### config.mk
export PLATFORM = sky130hd
export DESIGN_NAME = uop_replay_loop
export DESIGN_NICKNAME = d
export VERILOG_FILES = /design/src/rtl/uop_replay_pkg.sv /design/src/rtl/uop_delay_line.sv /design/src/rtl/uop_check_pipe.sv /design/src/rtl/uop_replay_arb.sv /design/src/rtl/uop_replay_loop.sv
export SDC_FILE = /design/constraint.sdc
export NUM_CORES = 1
export LEC_CHECK = 0
export BUFFER_PORTS_ARGS = -buffer_cell sky130_fd_sc_hd__buf_2
export CORE_MARGIN = 2
export CORE_UTILIZATION = 51
export CTS_CLUSTER_SIZE = 10
export DETAILED_ROUTE_END_ITERATION = 8
export GPL_ROUTABILITY_DRIVEN = 0
export PLACE_DENSITY = 0.73
export SLEW_MARGIN = 30
export SYNTH_ARGS = -nofsm -noshare
export SYNTH_HDL_FRONTEND = slang
export SYNTH_SLANG_ARGS = --single-unit
### constraint.sdc
create_clock -name clk -period 1.34 [get_ports clk]
set_input_delay 0.268 -clock clk [delete_from_list [all_inputs] [get_ports clk]]
set_output_delay 0.268 -clock clk [all_outputs]
set_load 0.005 [all_outputs]
### src/rtl/uop_replay_pkg.sv
package uop_replay_pkg;

  typedef enum logic [1:0] {
    SRC_NEW   = 2'd0,
    SRC_SHORT = 2'd1,
    SRC_LONG  = 2'd2,
    SRC_SKID  = 2'd3
  } disp_src_e;

  // Delay-line length that makes a loop total equal to the given latency,
  // counted from the dispatch cycle, when entry happens at a check stage.
  function automatic int line_depth(input int total_lat, input int check_stage);
    return total_lat - check_stage;
  endfunction

endpackage

### src/rtl/uop_delay_line.sv
module uop_delay_line #(
  parameter int DEPTH = 5,
  parameter int W     = 11
) (
  input  logic         clk,
  input  logic         rst,
  input  logic         in_v,
  input  logic [W-1:0] in_d,
  output logic         out_v,
  output logic [W-1:0] out_d
);

  logic [DEPTH-1:0] vld_q;
  logic [W-1:0]     dat_q [DEPTH];

  always_ff @(posedge clk) begin
    if (rst) vld_q <= '0;
    else     vld_q <= {vld_q[DEPTH-2:0], in_v};
    dat_q[0] <= in_d;
    for (int i = 1; i < DEPTH; i++) dat_q[i] <= dat_q[i-1];
  end

  assign out_v = vld_q[DEPTH-1];
  assign out_d = dat_q[DEPTH-1];

endmodule

### src/rtl/uop_check_pipe.sv
module uop_check_pipe #(
  parameter int TAG_W       = 8,
  parameter int CNT_W       = 3,
  parameter int FAST_STG    = 2,
  parameter int LATE_STG    = 4,
  parameter int SINGLE_LOOP = 0
) (
  input  logic             clk,
  input  logic             rst,
  input  logic             in_v,
  input  logic [TAG_W-1:0] in_tag,
  input  logic [CNT_W-1:0] in_cnt,
  input  logic             fast_err,
  input  logic             late_err,
  output logic             short_push_v,
  output logic [TAG_W-1:0] short_push_tag,
  output logic [CNT_W-1:0] short_push_cnt,
  output logic             long_push_v,
  output logic [TAG_W-1:0] long_push_tag,
  output logic [CNT_W-1:0] long_push_cnt,
  output logic             retire_v,
  output logic [TAG_W-1:0] retire_tag,
  output logic [CNT_W-1:0] retire_cnt
);

  localparam bit SINGLE = (SINGLE_LOOP != 0);

  function automatic logic [CNT_W-1:0] sat_inc(input logic [CNT_W-1:0] c);
    return (c == {CNT_W{1'b1}}) ? c : c + 1'b1;
  endfunction

  logic [LATE_STG:1] vld_q;
  logic [LATE_STG:1] ferr_q;
  logic [TAG_W-1:0]  tag_q [1:LATE_STG];
  logic [CNT_W-1:0]  cnt_q [1:LATE_STG];

  logic fast_hit, fast_divert, fast_mark, late_hit;

  assign fast_hit    = vld_q[FAST_STG] & fast_err;
  assign fast_divert = fast_hit & ~SINGLE;
  assign fast_mark   = fast_hit & SINGLE;
  assign late_hit    = vld_q[LATE_STG] & (late_err | ferr_q[LATE_STG]);

  always_ff @(posedge clk) begin
    if (rst) vld_q <= '0;
    else begin
      vld_q[1] <= in_v;
      for (int k = 1; k < LATE_STG; k++)
        vld_q[k+1] <= vld_q[k] & ~((k == FAST_STG) & fast_divert);
    end
    tag_q[1]  <= in_tag;
    cnt_q[1]  <= in_cnt;
    ferr_q[1] <= 1'b0;
    for (int k = 1; k < LATE_STG; k++) begin
      tag_q[k+1]  <= tag_q[k];
      cnt_q[k+1]  <= cnt_q[k];
      ferr_q[k+1] <= ferr_q[k] | ((k == FAST_STG) & fast_mark);
    end
  end

  assign short_push_v   = fast_divert;
  assign short_push_tag = tag_q[FAST_STG];
  assign short_push_cnt = sat_inc(cnt_q[FAST_STG]);
  assign long_push_v    = late_hit;
  assign long_push_tag  = tag_q[LATE_STG];
  assign long_push_cnt  = sat_inc(cnt_q[LATE_STG]);
  assign retire_v       = vld_q[LATE_STG] & ~late_hit;
  assign retire_tag     = tag_q[LATE_STG];
  assign retire_cnt     = cnt_q[LATE_STG];

endmodule

### src/rtl/uop_replay_arb.sv
module uop_replay_arb
  import uop_replay_pkg::*;
#(
  parameter int W = 11
) (
  input  logic         clk,
  input  logic         rst,
  input  logic         long_v,
  input  logic [W-1:0] long_d,
  input  logic         short_v,
  input  logic [W-1:0] short_d,
  input  logic         new_v,
  input  logic [W-1:0] new_d,
  output logic         out_v,
  output logic [W-1:0] out_d,
  output logic         new_ready,
  output disp_src_e    src,
  output logic         skid_full,
  output logic         skid_ovf
);

  logic         skid_v_q;
  logic [W-1:0] skid_d_q;
  logic         skid_v_n;
  logic [W-1:0] skid_d_n;

  always_comb begin
    if (long_v)         begin src = SRC_LONG;  out_d = long_d;   end
    else if (skid_v_q)  begin src = SRC_SKID;  out_d = skid_d_q; end
    else if (short_v)   begin src = SRC_SHORT; out_d = short_d;  end
    else                begin src = SRC_NEW;   out_d = new_d;    end
  end

  assign new_ready = (src == SRC_NEW);
  assign out_v     = ~new_ready | new_v;
  assign skid_full = skid_v_q;
  assign skid_ovf  = long_v & skid_v_q & short_v;

  always_comb begin
    skid_v_n = 1'b0;
    skid_d_n = skid_d_q;
    unique case (src)
      SRC_LONG: begin
        if (skid_v_q)     skid_v_n = 1'b1;
        else if (short_v) begin skid_v_n = 1'b1; skid_d_n = short_d; end
      end
      SRC_SKID: begin
        if (short_v) begin skid_v_n = 1'b1; skid_d_n = short_d; end
      end
      default: skid_v_n = 1'b0;
    endcase
  end

  always_ff @(posedge clk) begin
    if (rst) skid_v_q <= 1'b0;
    else     skid_v_q <= skid_v_n;
    skid_d_q <= skid_d_n;
  end

endmodule

### src/rtl/uop_replay_loop.sv
module uop_replay_loop
  import uop_replay_pkg::*;
#(
  parameter int TAG_W       = 8,
  parameter int CNT_W       = 3,
  parameter int FAST_STG    = 2,
  parameter int LATE_STG    = 4,
  parameter int SHORT_LAT   = 7,
  parameter int LONG_LAT    = 12,
  parameter int SINGLE_LAT  = 18,
  parameter int SINGLE_LOOP = 0
) (
  input  logic             clk,
  input  logic             rst,
  input  logic             new_valid,
  input  logic [TAG_W-1:0] new_tag,
  output logic             new_ready,
  input  logic             fast_err,
  input  logic             late_err,
  output logic             disp_valid,
  output logic [TAG_W-1:0] disp_tag,
  output logic [CNT_W-1:0] disp_cnt,
  output logic             retire_valid,
  output logic [TAG_W-1:0] retire_tag,
  output logic [CNT_W-1:0] retire_cnt
);

  localparam int UW          = TAG_W + CNT_W;
  localparam int SHORT_DEPTH = line_depth(SHORT_LAT, FAST_STG);
  localparam int LONG_DEPTH  = (SINGLE_LOOP != 0) ? line_depth(SINGLE_LAT, LATE_STG)
                                                  : line_depth(LONG_LAT, LATE_STG);

  logic             short_push_v, long_push_v;
  logic [TAG_W-1:0] short_push_tag, long_push_tag;
  logic [CNT_W-1:0] short_push_cnt, long_push_cnt;
  logic             short_arrive, long_arrive;
  logic [UW-1:0]    short_ret_d, long_ret_d, disp_d;
  disp_src_e        disp_src;
  logic             skid_full, skid_ovf;

  uop_check_pipe #(
    .TAG_W(TAG_W), .CNT_W(CNT_W), .FAST_STG(FAST_STG),
    .LATE_STG(LATE_STG), .SINGLE_LOOP(SINGLE_LOOP)
  ) pipe_i (
    .clk(clk), .rst(rst),
    .in_v(disp_valid), .in_tag(disp_tag), .in_cnt(disp_cnt),
    .fast_err(fast_err), .late_err(late_err),
    .short_push_v(short_push_v), .short_push_tag(short_push_tag), .short_push_cnt(short_push_cnt),
    .long_push_v(long_push_v), .long_push_tag(long_push_tag), .long_push_cnt(long_push_cnt),
    .retire_v(retire_valid), .retire_tag(retire_tag), .retire_cnt(retire_cnt)
  );

  generate
    if (SINGLE_LOOP == 0) begin : g_short
      uop_delay_line #(.DEPTH(SHORT_DEPTH), .W(UW)) short_i (
        .clk(clk), .rst(rst),
        .in_v(short_push_v), .in_d({short_push_tag, short_push_cnt}),
        .out_v(short_arrive), .out_d(short_ret_d)
      );
    end else begin : g_no_short
      assign short_arrive = 1'b0;
      assign short_ret_d  = '0;
    end
  endgenerate

  uop_delay_line #(.DEPTH(LONG_DEPTH), .W(UW)) long_i (
    .clk(clk), .rst(rst),
    .in_v(long_push_v), .in_d({long_push_tag, long_push_cnt}),
    .out_v(long_arrive), .out_d(long_ret_d)
  );

  uop_replay_arb #(.W(UW)) arb_i (
    .clk(clk), .rst(rst),
    .long_v(long_arrive), .long_d(long_ret_d),
    .short_v(short_arrive), .short_d(short_ret_d),
    .new_v(new_valid), .new_d({new_tag, {CNT_W{1'b0}}}),
    .out_v(disp_valid), .out_d(disp_d),
    .new_ready(new_ready), .src(disp_src),
    .skid_full(skid_full), .skid_ovf(skid_ovf)
  );

  assign disp_tag = disp_d[UW-1:CNT_W];
  assign disp_cnt = disp_d[CNT_W-1:0];

endmodule

==> metrics.txt <==
Crit Path Class reg -> out; worst r2r src arb_i.skid_full; Syn Std Cell Area between 0.004 and 0.005 mm²; synthesis-to-layout area growth 31.7%; Post-Syn Area per Cell 15.7 µm²; syn_nets 291; final core utilization around 69%; worst endpoint data arrival time 1.65 ns; RSZ-0062 raised after global routing true; Main synth FF type dfxtp_1; clk sinks about 180; outcome finished, violations left; Async S/R FF share, synth 0%; Total Power approximately 0.010 W; Initial Util about 53%; DR vias/cell about 4.4; first-pass GRT wire length slightly below 10000 µm; clk slew on worst S/H paths about 0.070 ns; total CTS buffers 17; Syn Inst Count approximately 280; max cap viols 0; maximum vdd drop between 800 and 900 µV; share of cells above drive strength 1 between 30% and 40%; Synth top area share between 70% and 80%; IO buf count 37; Iter 0 DRT Violations between 40 and 50; detailed placer's ending HPWL around 3500 µm; Synth area leader dfxtp_1; Worst setup SP type register; TritonCTS clock tree yes; io pins 38; P per Cell Area approximately 1800 mW/mm²; Yosys cell types 26; post-DR wirelength/cell between 10 and 15 µm; # fillers 564; Longest Clk Path Bufs 2; vias approximately 2000; max_slew headroom 78.6%; worst reg-to-reg setup slack -0.43 ns; final critical-path share of the clock period 143%; total track usage roughly 15%; CORE AREA about 0.0083 mm²; register area share after synthesis 83.6%; failing checks negative setup slack; Routed WL between 6000 and 7000 µm; Rows 33; Crit Reg-Reg Endpoint pipe_i.tag_q[0][13]; Post-synth EDFFs 11; final setup margin -0.575 ns; Leakage Power roughly 2.3 nW; Critical Path Sink Type primary output; clock period minus worst slack approximately 1.9 ns; Yosys reg bits between 150 and 200; root buffer selected by CTS clkbuf_8; worst-margin pin slew 0.321 ns; ant diodes 0; Ys Warns 0; top post-synthesis cells by area dfxtp_1, edfxtp_1, nor2b_1; number of global-route vias before repair approximately 2000; Clock Skews a little under 0.009 ns; later-pin clock latency in the skew report approximately 0.52 ns; largest net degree at the start of global routing 19; Worst Hold Class in -> reg; Die Y 96.3 µm; number of routed nets with antenna violations 0; GRT overflow 0; # setup viols final 15; Residual DRC 0; die width slightly below 100 µm; crit path launch arb_i.skid_full; FF-to-FF path depth 11; Highest Clock Rate 522 MHz; crit path to disp_valid; Slew Limit Fails 0; final hold violations 0; worst-path fanout max 4; Final Net Count 360; Setup TNS Final -7.05 ns; drt first pass iters 4; initial antenna violation count 0; DIE AREA roughly 0.009 mm²; CTS H-Tree Depth 4; Required @ worst endpoint between 1 and 1.5 ns
[cells in the mapped netlist (2+ instances only)]
library cell  instances
dfxtp_1             165
nor2b_1              24
buf_4                13
edfxtp_1             11
nor3b_1               9
mux2i_1               8
a211oi_1              7
a21oi_1               7
buf_2                 4
nand2_1               4
nand3b_1              3
xor2_1                3
ha_1                  2
mux2_2                2
nor2_1                2
or2_2                 2
[where the power goes]
group / internal [W] / total [W] / switching (W)
registers: 0.00544 / 0.00550 / 0.0000556
logic: 0.0000892 / 0.000142 / 0.0000531
clock network: 0.00259 / 0.00453 / 0.00194
[cell type report]
type,instances,area (µm²),area share [%]
clock buffer,22,453,7.91
clock inverter,10,101,1.77
inverter,1,3.75,0.0656
multi-input combinational,81,852,14.9
sequential,176,3640,63.7
tap,105,131,2.30
timing repair buffer,68,537,9.38
[through the flow]
step / setup WS, ns / hold slack (ns) / cells / area [µm²]
after floorplan: 0.0207 / 0.310 / 276 / 4350
after global placement: -0.367 / 0.310 / 410 / 4630
after detailed placement: -0.350 / 0.312 / 410 / 4630
after CTS: -0.623 / 0.105 / 458 / 5620
after global routing: -0.633 / 0.0837 / 463 / 5720
final: -0.575 / 0.103 / 463 / 5720
[critical path, stage by stage, from the launching register on]
cell	delay, ns
dfxtp_4	0.36
buf_6	0.12
or4_4	0.53
buf_6	0.14
[worst min path at each step]
| stage | from | to | slack, ns | depth (start not counted) |
|---|---|---|---|---|
| 6_report | new_valid | pipe_i.vld_q[1] | 0.10 | 3 |
| 5_1_grt | new_valid | pipe_i.vld_q[1] | 0.08 | 3 |
| 4_1_cts | rst | pipe_i.vld_q[1] | 0.11 | 2 |
| 3_5_place_dp | g_short.short_i.dat_q[0][4] | g_short.short_i.dat_q[1][4] | 0.31 | 0 |
| 3_3_place_gp | pipe_i.cnt_q[0][4] | pipe_i.cnt_q[0][7] | 0.31 | 0 |
| 2_1_floorplan | pipe_i.tag_q[0][16] | g_short.short_i.dat_q[0][3] | 0.31 | 0 |
[state kept, by name, indices dropped and copies added (netlist names)]
signal and cells:
long_i.dat_q 78, g_short.short_i.dat_q 40, pipe_i.tag_q 17, pipe_i.cnt_q 12, arb_i.skid_d_q 11, long_i.vld_q 8, g_short.short_i.vld_q 5, pipe_i.vld_q 4
arb_i.skid_full 1
[logic make-up after synthesis]
| family | Yosys count | synth area share, % |
|---|---|---|
| xor+xnor | 3 | 0.605 |
| flops | 176 | 83.6 |
| buf+inv | 20 | 3.14 |
| compound gates | 16 | 2.33 |
| mux | 10 | 2.36 |
| simple gates | 49 | 7.37 |
| fa+ha+maj | 2 | 0.576 |
[per-layer routing]
layer / wire, µm / share of wire [%] / vias up / global-route usage, %
met5: 0 / 0 / - / 0
met4: 143 / 2.1 / 0 / 7.86
met3: 281 / 4.2 / 12 / 6.11
met2: 3380 / 51 / 39 / 23.8
met1: 2890 / 43 / 964 / 17.8
li1: - / - / 1025 / -
[cell usage in the layout (no fill, tap or decap), types with 4 or more instances in the layout]
| cell | n |
|---|---|
| buf_2 | 35 |
| a211oi_2 | 5 |
| dfxtp_1 | 160 |
| nor2b_4 | 7 |
| inv_6 | 4 |
| nor2b_1 | 18 |
| nor3b_2 | 4 |
| nand2_1 | 4 |
| nor3b_4 | 4 |
| buf_6 | 13 |
| mux2i_1 | 6 |
| edfxtp_1 | 11 |
| buf_4 | 12 |
| clkbuf_16 | 16 |
[what timing repair did]
action,4_1_cts,5_1_grt
hold endpoints to repair,2,0
hold buffers,2,0
pin swaps,11,7
resized for setup,66,16
setup buffers,12,7
setup endpoints to repair,28,26
cloned,3,0
No activity file was read; power rests on OpenSTA's default activity.
